`config.mk`:
```
export PLATFORM = sky130hd
export DESIGN_NAME = mp_poll_retry_seq
export DESIGN_NICKNAME = d
export VERILOG_FILES = /design/src/rtl/mp_poll_retry_pkg.sv /design/src/rtl/mpr_popcount.sv /design/src/rtl/mpr_duration.sv /design/src/rtl/mpr_phase_timer.sv /design/src/rtl/mp_poll_retry_seq.sv
export SDC_FILE = /design/constraint.sdc
export NUM_CORES = 1
export LEC_CHECK = 0
export BUFFER_PORTS_ARGS = -buffer_cell sky130_fd_sc_hd__buf_4
export CORE_MARGIN = 1.5
export CORE_UTILIZATION = 42
export CTS_BUF_LIST = sky130_fd_sc_hd__clkbuf_4
export DETAILED_ROUTE_END_ITERATION = 6
export GPL_ROUTABILITY_DRIVEN = 0
export RECOVER_POWER = 50
export SYNTH_ARGS = -nofsm -noshare
export SYNTH_HDL_FRONTEND = slang
export SYNTH_SLANG_ARGS = --single-unit
```
`constraint.sdc`:
```
create_clock -name clk_i -period 17 [get_ports clk_i]
set_clock_uncertainty 0.15 [all_clocks]
set_input_delay 1.7 -clock clk_i [delete_from_list [all_inputs] [get_ports clk_i]]
set_output_delay 1.7 -clock clk_i [all_outputs]
set_load 0.02 [all_outputs]
```
`src/rtl/mp_poll_retry_pkg.sv`:
```
// Shared constants and phase encoding for the poll retry sequencer.
package mp_poll_retry_pkg;

    typedef enum logic [2:0] {
        PH_IDLE  = 3'd0,
        PH_CHECK = 3'd1,
        PH_TX    = 3'd2,
        PH_WAIT  = 3'd3,
        PH_EVAL  = 3'd4
    } phase_e;

    localparam logic [7:0]  FAST_RATE_CODE = 8'h14;
    localparam logic [15:0] CODE_OK        = 16'h0001;
    localparam logic [15:0] CODE_FAIL      = 16'h0005;
    localparam logic [15:0] FAIL_INIT      = 16'hFFFE;
    localparam int          ACK_BASE       = 112;
    localparam int          SLOT_BASE      = 10;
    localparam int          TAIL_BYTES     = 32;
    localparam int          WINDOW_MARGIN  = 100;

endpackage

```
`src/rtl/mpr_popcount.sv`:
```
// Counts set bits of a vector with a ripple adder chain.
// Assumes: CW is wide enough to hold W.
module mpr_popcount #(
    parameter int W  = 16,
    parameter int CW = $clog2(W + 1)
) (
    input  logic [W-1:0]  bits_i,
    output logic [CW-1:0] count_o
);
    logic [CW-1:0] part [W+1];

    assign part[0] = '0;
    for (genvar g = 0; g < W; g++) begin : g_add
        assign part[g+1] = part[g] + CW'(bits_i[g]);
    end
    assign count_o = part[W];
endmodule

```
`src/rtl/mpr_duration.sv`:
```
// Computes transmit-phase, reply-phase and full-exchange durations.
// Assumes: TW bits hold the largest total for the given widths.
module mpr_duration
    import mp_poll_retry_pkg::*;
#(
    parameter int LW       = 12,
    parameter int RW       = 8,
    parameter int CW       = 5,
    parameter int TW       = 20,
    parameter int PRE_FAST = 96,
    parameter int PRE_SLOW = 192
) (
    input  logic          fast_i,
    input  logic [LW-1:0] len_i,
    input  logic [RW-1:0] rtime_i,
    input  logic [CW-1:0] clients_i,
    output logic [TW-1:0] tx_units_o,
    output logic [TW-1:0] wait_units_o,
    output logic [TW-1:0] total_units_o
);
    logic [TW-1:0] len_scaled, per_client, tail;

    // byte time scaling and reply slot cost
    always_comb begin
        len_scaled    = fast_i ? (TW'(len_i) << 2) : (TW'(len_i) << 3);
        tail          = fast_i ? TW'(TAIL_BYTES * 4) : TW'(TAIL_BYTES * 8);
        per_client    = TW'(SLOT_BASE) + TW'(rtime_i);
        tx_units_o    = (fast_i ? TW'(PRE_FAST) : TW'(PRE_SLOW)) + len_scaled;
        wait_units_o  = TW'(ACK_BASE) + per_client * TW'(clients_i);
        total_units_o = tx_units_o + wait_units_o + tail;
    end
endmodule

```
`src/rtl/mpr_phase_timer.sv`:
```
// Down-counter timing one phase; expire_o is high in the last cycle.
// Assumes: load values are at least 1.
module mpr_phase_timer #(
    parameter int TW = 20
) (
    input  logic          clk_i,
    input  logic          rst_ni,
    input  logic          load_i,
    input  logic [TW-1:0] value_i,
    input  logic          run_i,
    output logic          expire_o
);
    logic [TW-1:0] cnt_q;

    // load or count down while the phase runs
    always_ff @(posedge clk_i) begin
        if (!rst_ni)       cnt_q <= '0;
        else if (load_i)   cnt_q <= value_i;
        else if (run_i && cnt_q != '0) cnt_q <= cnt_q - TW'(1);
    end

    assign expire_o = run_i && (cnt_q == TW'(1));
endmodule

```
`src/rtl/mp_poll_retry_seq.sv`:
```
// Host-side poll sequencer: window check, transmit, reply wait, report,
// and retry addressed only to silent clients.
// Assumes: one time unit per clock; window_i is maintained outside.
module mp_poll_retry_seq
    import mp_poll_retry_pkg::*;
#(
    parameter int NC       = 16,
    parameter int LW       = 12,
    parameter int RW       = 8,
    parameter int WW       = 32,
    parameter int TW       = 20,
    parameter int PRE_FAST = 96,
    parameter int PRE_SLOW = 192
) (
    input  logic          clk_i,
    input  logic          rst_ni,
    input  logic          start_i,
    input  logic [7:0]    rate_code_i,
    input  logic [LW-1:0] frame_len_i,
    input  logic [NC-1:0] req_mask_i,
    input  logic [RW-1:0] reply_time_i,
    input  logic [NC-1:0] reply_bits_i,
    input  logic [WW-1:0] window_i,
    output logic          tx_start_o,
    output logic          busy_o,
    output logic          pending_o,
    output logic [2:0]    phase_o,
    output logic [NC-1:0] active_mask_o,
    output logic          done_o,
    output logic [15:0]   done_code_o,
    output logic          irq_word_o,
    output logic          irq_done_o
);
    localparam int CW = $clog2(NC + 1);
    localparam logic [NC-1:0] FAIL_SEED = NC'(FAIL_INIT);

    phase_e        state_q, state_d;
    logic [NC-1:0] req_q, fail_q, act_q, act_sel;
    logic          fast_q, pend_q;
    logic [LW-1:0] len_q;
    logic [RW-1:0] rt_q;
    logic [CW-1:0] n_clients;
    logic [TW-1:0] tx_units, wait_units, total_units;
    logic          win_ok, expire, tmr_load;
    logic [TW-1:0] tmr_value;

    // clients of this attempt: narrowed in the check phase, held otherwise
    assign act_sel = (state_q == PH_CHECK) ? (req_q & fail_q) : act_q;

    mpr_popcount #(.W(NC), .CW(CW)) u_count (
        .bits_i  (act_sel),
        .count_o (n_clients)
    );

    mpr_duration #(
        .LW(LW), .RW(RW), .CW(CW), .TW(TW),
        .PRE_FAST(PRE_FAST), .PRE_SLOW(PRE_SLOW)
    ) u_dur (
        .fast_i        (fast_q),
        .len_i         (len_q),
        .rtime_i       (rt_q),
        .clients_i     (n_clients),
        .tx_units_o    (tx_units),
        .wait_units_o  (wait_units),
        .total_units_o (total_units)
    );

    // window must exceed predicted duration plus margin
    assign win_ok = window_i > (WW'(total_units) + WW'(WINDOW_MARGIN));

    // timer loads on attempt start and on transmit end
    always_comb begin
        tmr_load  = 1'b0;
        tmr_value = tx_units;
        if (state_q == PH_CHECK && win_ok) begin
            tmr_load  = 1'b1;
            tmr_value = tx_units;
        end else if (state_q == PH_TX && expire) begin
            tmr_load  = 1'b1;
            tmr_value = wait_units;
        end
    end

    mpr_phase_timer #(.TW(TW)) u_tmr (
        .clk_i    (clk_i),
        .rst_ni   (rst_ni),
        .load_i   (tmr_load),
        .value_i  (tmr_value),
        .run_i    (state_q == PH_TX || state_q == PH_WAIT),
        .expire_o (expire)
    );

    // next phase selection
    always_comb begin
        state_d = state_q;
        unique case (state_q)
            PH_IDLE:  if (start_i) state_d = PH_CHECK;
            PH_CHECK: state_d = win_ok ? PH_TX : PH_IDLE;
            PH_TX:    if (expire) state_d = PH_WAIT;
            PH_WAIT:  if (expire) state_d = PH_EVAL;
            PH_EVAL:  state_d = (fail_q == '0) ? PH_IDLE : PH_CHECK;
            default:  state_d = PH_IDLE;
        endcase
    end

    // phase register
    always_ff @(posedge clk_i) begin
        if (!rst_ni) state_q <= PH_IDLE;
        else         state_q <= state_d;
    end

    // transaction parameters latched on a new request
    always_ff @(posedge clk_i) begin
        if (!rst_ni) begin
            req_q  <= '0;
            fast_q <= 1'b0;
            len_q  <= '0;
            rt_q   <= '0;
        end else if (state_q == PH_IDLE && start_i) begin
            req_q  <= req_mask_i;
            fast_q <= (rate_code_i == FAST_RATE_CODE);
            len_q  <= frame_len_i;
            rt_q   <= reply_time_i;
        end
    end

    // failure and active masks
    always_ff @(posedge clk_i) begin
        if (!rst_ni) begin
            fail_q <= '0;
            act_q  <= '0;
        end else begin
            unique case (state_q)
                PH_IDLE:  if (start_i) fail_q <= FAIL_SEED;
                PH_CHECK: begin
                    fail_q <= act_sel;
                    act_q  <= act_sel;
                end
                PH_WAIT:  fail_q <= fail_q & ~reply_bits_i;
                default:  ;
            endcase
        end
    end

    // slot pending flag: set on request, cleared on success or abort
    always_ff @(posedge clk_i) begin
        if (!rst_ni) pend_q <= 1'b0;
        else if (state_q == PH_IDLE && start_i) pend_q <= 1'b1;
        else if (state_q == PH_CHECK && !win_ok) pend_q <= 1'b0;
        else if (state_q == PH_EVAL && fail_q == '0) pend_q <= 1'b0;
    end

    // output strobes and status
    always_comb begin
        tx_start_o  = (state_q == PH_CHECK) && win_ok;
        irq_word_o  = (state_q == PH_EVAL);
        irq_done_o  = (state_q == PH_EVAL) && (fail_q == '0);
        done_o      = irq_word_o || ((state_q == PH_CHECK) && !win_ok);
        done_code_o = irq_done_o ? CODE_OK : (done_o ? CODE_FAIL : 16'h0000);
    end

    assign busy_o        = (state_q != PH_IDLE);
    assign pending_o     = pend_q;
    assign phase_o       = state_q;
    assign active_mask_o = act_sel;
endmodule

```
==> impl_metrics.toml, run 1 <==
[detailed_routing]
drt_iter0_markers = 477
drt_pass1_iterations = 5
via_per_inst = 5.29
num_vias = 7580
wire_per_inst_um = 15.4
drcViolationCount = 0
drt.antenna.violating_nets = 0
wl_mm = 22.1

[yosys]
synthXorXnorAreaFrac = 0.0554
synth_area_mm2 = 0.00838
ys_seq_elements = 93
synth.area.top_cells = "dfxtp_1 (22%), ha_1 (12%), fa_1 (8.4%)"
synth-edff-count = 0
synthCells = 1068
synth_flop_cell = "dfxtp_1"
synth-compound-area-share = 0.191
ys_types = 71
ys_seq_area_frac = 0.222
synth_area_per_cell_um2 = 7.84
synth-warning-count = 0
synthArstFlopShare = 0
synth_top_area_frac = 0.222
synthSimpleGateAreaFrac = 0.241
synth.largest_area_cell = "dfxtp_1"
synth_fa_ha_area_frac = 0.206
synth_mux_area_frac = 0.0100
synth_top_family_by_area = "simple AND/OR/NAND/NOR gates"

[outcome]
status = "finished, violations left"
violations = "capacitance limit, slew limit"

[critical_path]
worstPathRequired_ns = 15.15
cp-start-kind = "flip-flop"
path_class = "reg2out"
crit_path_frequent_cell = "fa_1"
critical_path.max_stage_delay_ns = 0.91
crit_arrival_ns = 13.25
cpMaxStageDelayCell = "nor2_1"
end_kind = "primary output"
cp_max_fo = 19

[floorplan]
io_pins = 136
core_area_mm2 = 0.0195
die_h_um = 144
initial_core_util = 0.429
placementRows = 51
die-area_mm2 = 0.0208
die_x_um = 144

[sta]
grt_setup_unrepaired = "false"
relSlewSlack = -1.35
slew_violations = 148
period_minus_slack_ns = 15.10
hold_slack_ns = 0.353
fin_setup_tns_ns = 0
setup_viol_count_final = 0
tightest_slew_ns = 3.52
hold_viol = 0
period_share = 0.888
fmax_mhz = 66.2

[placed_design]
hpwlAfterDp_mm = 17.3
io_buffers = 121

[layout]
postLayoutCoreUtil = 0.490
nets = 1374
mostFrequentLayoutCell = "nand2_1"
diodes = 0
area_growth_pct = 14.1
mostFrequentLayoutCells = "nand2_1 (146), buf_4 (123), dfxtp_1 (93), inv_1 (89), nor2_1 (86)"
fillers = 2045
final_layout_size_suffix_gt1_frac = 0.129

[grt]
grt_pass1_wl_mm = 35.4
grt_max_degree = 93
grt_usage = 0.216
grt_pass1_vias = 7057
grt-ovfl-total = 0
grt_antenna_before_repair = 0

[job]
max_cap_viol_count = 2

[cts]
cts_tree = "built"
ctsHoldBuffers = 0
cts_buffer_depth = 2
clock_latency_ns = 0.50
post_cts.repair.setup_buffers = 0
cts_root_buf = "clkbuf_4"
clock-sinks = 93
clk_pin_slew_ns = 0.19
cts-resized-gates = 0
cts_htree_levels = 3
numCtsBuffers = 9

[power]
ir_worst_vdd_mv = 0.0712
power-per-cell-area_mw_per_mm2 = 130
leakagePower_uw = 0.00444

[hold_path]
hold_path.class = "reg2reg"
final timing paths:
check / cells after the start / endpoint / start / slack [ns]
worst max-delay path: 42 / done_code_o[2] / phase_o[0]$_SDFFE_PN0P_ / 1.90
worst min-delay path: 1 / fail_q[0]$_SDFFE_PN0P_ / fail_q[0]$_SDFFE_PN0P_ / 0.35
worst max register to register: 43 / u_tmr.cnt_q[19]$_SDFFE_PN0P_ / phase_o[0]$_SDFFE_PN0P_ / 3.26
worst min register to register: 1 / fail_q[0]$_SDFFE_PN0P_ / fail_q[0]$_SDFFE_PN0P_ / 0.35
routing by layer:
layer,routed length (um),up-vias,share of wire,track usage
met4,345,0,0.016,0.0548
met2,9790,155,0.44,0.328
li1,-,3835,-,-
met5,0,-,0,0
met3,937,23,0.042,0.0338
met1,11000,3567,0.50,0.317
stage by stage:
stage | worst slack (ns) | power (uW) | instances | cell area [um2]
3_3_place_gp | 2.67 | 1110 | 1416 | 9430
5_1_grt | 0.950 | 1370 | 1432 | 9560
6_report | 1.90 | 1240 | 1432 | 9560
3_5_place_dp | 2.57 | 1110 | 1416 | 9430
2_1_floorplan | 4.37 | 919 | 1081 | 8430
4_1_cts | 1.94 | 1240 | 1432 | 9570
layout make-up:
type,count,area (um2),share of cell area
multi-input cells,842,5950,0.623
flip-flops and latches,93,1860,0.195
repair buffers,126,935,0.0977
inverters,90,338,0.0353
well taps,265,332,0.0347
clock inverters,7,75.1,0.00785
clock buffers,9,67.6,0.00707
critical path, delay by kind of cell, from the launching register on:
| kind | cells | cell delay, ns |
|---|---|---|
| adders and majority gates | 13 | 5.79 |
| and+or+nand+nor | 13 | 3.52 |
| AOI/OAI and AO/OA | 8 | 1.67 |
| DFF | 1 | 0.54 |
| buffers and inverters | 5 | 0.39 |
| xor gates and xnor gates | 3 | 0.81 |
Yosys cell counts (10+ instances only):
| master | instances |
|---|---|
| nand2_1 | 146 |
| dfxtp_1 | 93 |
| inv_1 | 89 |
| nor2_1 | 86 |
| ha_1 | 82 |
| a21boi_0 | 54 |
| a21oi_1 | 50 |
| fa_1 | 35 |
| clkbuf_1 | 33 |
| o21ai_0 | 32 |
| xnor2_1 | 28 |
| nand3_1 | 27 |
| and2_1 | 25 |
| nor3_1 | 25 |
| xor2_1 | 25 |
| nor2b_1 | 21 |
| buf_4 | 15 |
| a21o_1 | 13 |
| a31oi_1 | 13 |
| nor4_1 | 13 |
| nand2b_1 | 10 |
| o21a_1 | 10 |
sequential cells by signal (all words and copies together), names as in the netlist:
register,flops
u_tmr.cnt_q,20
act_q,16
len_q,12
fast_q,1
fail_q,16
req_q,16
rt_q,8
phase_o,3
pending_o,1
cell families (layout without fill, tap and decap cells):
kind of cell | after synthesis | after routing
AND/OR/NAND/NOR | 411 | 411
AO/OA/AOI/OAI | 239 | 239
buffers and inverters | 146 | 232
adder cells (fa/ha/maj) | 117 | 117
flip-flops | 93 | 93
XOR/XNOR | 53 | 53
multiplexers | 8 | 8
other | 1 | 14
power breakdown:
part	internal, uW	switching (uW)
Sequential	267	53.1
Combinational	308	487
Clock	35.6	90.9
No activity file was read; power rests on OpenSTA's default activity.
==> inputs of run 2 (changes only) <==
--- a/config.mk
+++ b/config.mk
@@ -7,7 +7,7 @@
 export LEC_CHECK = 0
 export BUFFER_PORTS_ARGS = -buffer_cell sky130_fd_sc_hd__buf_4
 export CORE_MARGIN = 1.5
-export CORE_UTILIZATION = 42
+export CORE_UTILIZATION = 33
 export CTS_BUF_LIST = sky130_fd_sc_hd__clkbuf_4
 export DETAILED_ROUTE_END_ITERATION = 6
 export GPL_ROUTABILITY_DRIVEN = 0
==> run 2 against run 1 <==
The run still ends with capacitance limit, slew limit left. Design area is 0.72% higher. Critical path depth is the same. Register-to-register slack worse by 0.04 ns. Combinational power shrank 0.8%. Final cell count grew 4.5%. Sequential share of layout area down 0.14 points. Sequential power about the same. Wire length rose by 1.1%. Setup slack gained 0.090 ns. Largest cell class unchanged. Non-clock buffer count decreased by 1. Global-route usage is 4.6 points lower. Largest power group unchanged. Fmax is 0.60% higher.
==> impl_metrics.toml, run 2 (synthesized netlist as in run 1, its figures left out) <==
[hold_path]
hold_path.class = "reg2reg"

[detailed_routing]
wl_mm = 22.3
drt_pass1_iterations = 6
drcViolationCount = 0
drt_iter0_markers = 479
num_vias = 7606
via_per_inst = 5.08
drt.antenna.violating_nets = 0
wire_per_inst_um = 14.9

[layout]
regMostFlops = "u_tmr.cnt_q"
multi_input_area_mm2 = 0.00595
instances_no_fill = 1497
largest_reg_flops = 20
fin_area_mm2 = 0.00963
mostFrequentLayoutCell = "nand2_1"
seqCellArea_mm2 = 0.00186
fillers = 2660
nets = 1373
final_layout_size_suffix_gt1_frac = 0.130
mostFrequentLayoutCells = "nand2_1 (146), buf_4 (124), dfxtp_1 (93), inv_1 (89), nor2_1 (86)"
area_growth_pct = 14.9

[critical_path]
timing.rr.end = "u_tmr.cnt_q[16]$_SDFFE_PN0P_"
path_class = "reg2out"
crit_path_frequent_cell = "fa_1"
critical_path.max_stage_delay_ns = 0.88
cp-start-kind = "flip-flop"
cp-startpoint = "phase_o[0]$_SDFFE_PN0P_"
end_kind = "primary output"
crit_arrival_ns = 13.16
reg2reg_depth = 43
r2r_slack_ns = 3.22
cpMaxStageDelayCell = "nor2_1"
worstPathRequired_ns = 15.15
cp_max_fo = 19
critical_path.endpoint = "done_code_o[2]"
rr_startpoint = "phase_o[0]$_SDFFE_PN0P_"

[placed_design]
dpl_cell_area_mm2 = 0.00950
io_buffers = 121
dp.cells = 1480
hpwlAfterDp_mm = 17.9
place_ws_ns = 2.55

[power]
power_uw = 1230
ir_worst_vdd_mv = 0.0543
power-per-cell-area_mw_per_mm2 = 128
leakagePower_uw = 0.00444

[outcome]
status = "finished, violations left"
violations = "capacitance limit, slew limit"

[floorplan]
die-area_mm2 = 0.0264
die_h_um = 162
core_area_mm2 = 0.0250
io_pins = 136
die_x_um = 162
placementRows = 58
initial_core_util = 0.335

[grt]
met1_usage = 0.245
grt_use_met2 = 0.273
met3_usage = 0.0206
grt_pass1_vias = 7107
grt_pass1_wl_mm = 36.3
grt_antenna_before_repair = 0
grt_max_degree = 93
grt_usage = 0.170
grt-ovfl-total = 0
busiest_layer = "met2"

[sta]
fin_setup_tns_ns = 0
grt_setup_unrepaired = "false"
relSlewSlack = -1.30
period_share = 0.883
fmax_mhz = 66.6
tightest_slew_ns = 3.44
period_minus_slack_ns = 15.01
slew_violations = 93
hold_viol = 0
worst_slack_ns = 1.99
setup_viol_count_final = 0

[cts]
ctsHoldBuffers = 0
clock_latency_ns = 0.47
clk_pin_slew_ns = 0.16
post_cts.repair.setup_buffers = 0
numCtsBuffers = 9
cts_buffer_depth = 2
clock-sinks = 93
cts_htree_levels = 3
cts-resized-gates = 0
cts_root_buf = "clkbuf_4"
cts_tree = "built"

[job]
max_cap_viol_count = 1
-- run 2: cell count changes in the layout (fill, tap and decap cells not counted) --
cell	delta
and2_1	+1
clkinv_2	+1
inv_8	-1
diode_2	+1
clkbuf_4	+1
buf_4	+1
inv_12	-1
and2_0	-1
inv_6	+2
clkbuf_1	-2
clkinv_4	-2
-- run 2: how the worst min path moves through the flow --
stage / start / to / cells past startpoint
floorplan: len_q[0]$_SDFFE_PN0P_ / len_q[0]$_SDFFE_PN0P_ / 2
global placement: fail_q[0]$_SDFFE_PN0P_ / fail_q[0]$_SDFFE_PN0P_ / 1
detailed placement: fail_q[0]$_SDFFE_PN0P_ / fail_q[0]$_SDFFE_PN0P_ / 1
CTS: fail_q[0]$_SDFFE_PN0P_ / fail_q[0]$_SDFFE_PN0P_ / 1
global route: fail_q[0]$_SDFFE_PN0P_ / fail_q[0]$_SDFFE_PN0P_ / 1
finish: fail_q[0]$_SDFFE_PN0P_ / fail_q[0]$_SDFFE_PN0P_ / 1
-- run 2: layer usage --
metal	part of all wire	wire, um
met1	0.48	10800
met4	0.012	262
met5	0	0
met2	0.47	10400
met3	0.039	860
-- run 2: final cells by class --
| type | count | share of cell area |
|---|---|---|
| Clock buffer | 10 | 0.00780 |
| Antenna cell | 1 | 0.000260 |
| Multi-Input combinational cell | 842 | 0.618 |
| Tap cell | 330 | 0.0429 |
| Timing Repair Buffer | 125 | 0.0971 |
| Clock inverter | 6 | 0.00546 |
| Inverter | 90 | 0.0351 |
| Sequential cell | 93 | 0.193 |
-- run 2: metrics by stage --
stage	hold WS (ns)	utilization
6_report	0.348	0.385
5_1_grt	0.362	0.385
4_1_cts	0.351	0.385
3_5_place_dp	0.329	0.380
3_3_place_gp	0.325	0.380
2_1_floorplan	0.299	-
-- run 2: critical path: cells and delay by family, from the launching register on --
family | cells | cell delay, ns
compound gates | 8 | 1.59
buf+inv | 5 | 0.39
flops | 1 | 0.54
simple gates | 13 | 3.53
xor+xnor | 3 | 0.81
fa+ha+maj | 13 | 5.80
-- run 2: report_power, final --
group	leakage [uW]	internal [uW]	total, uW	switching (uW)
registers	0.000761	267	321	54.5
clock network	0.0000712	34.6	119	84.1
logic	0.00361	308	789	481
total	0.00444	610	1230	620
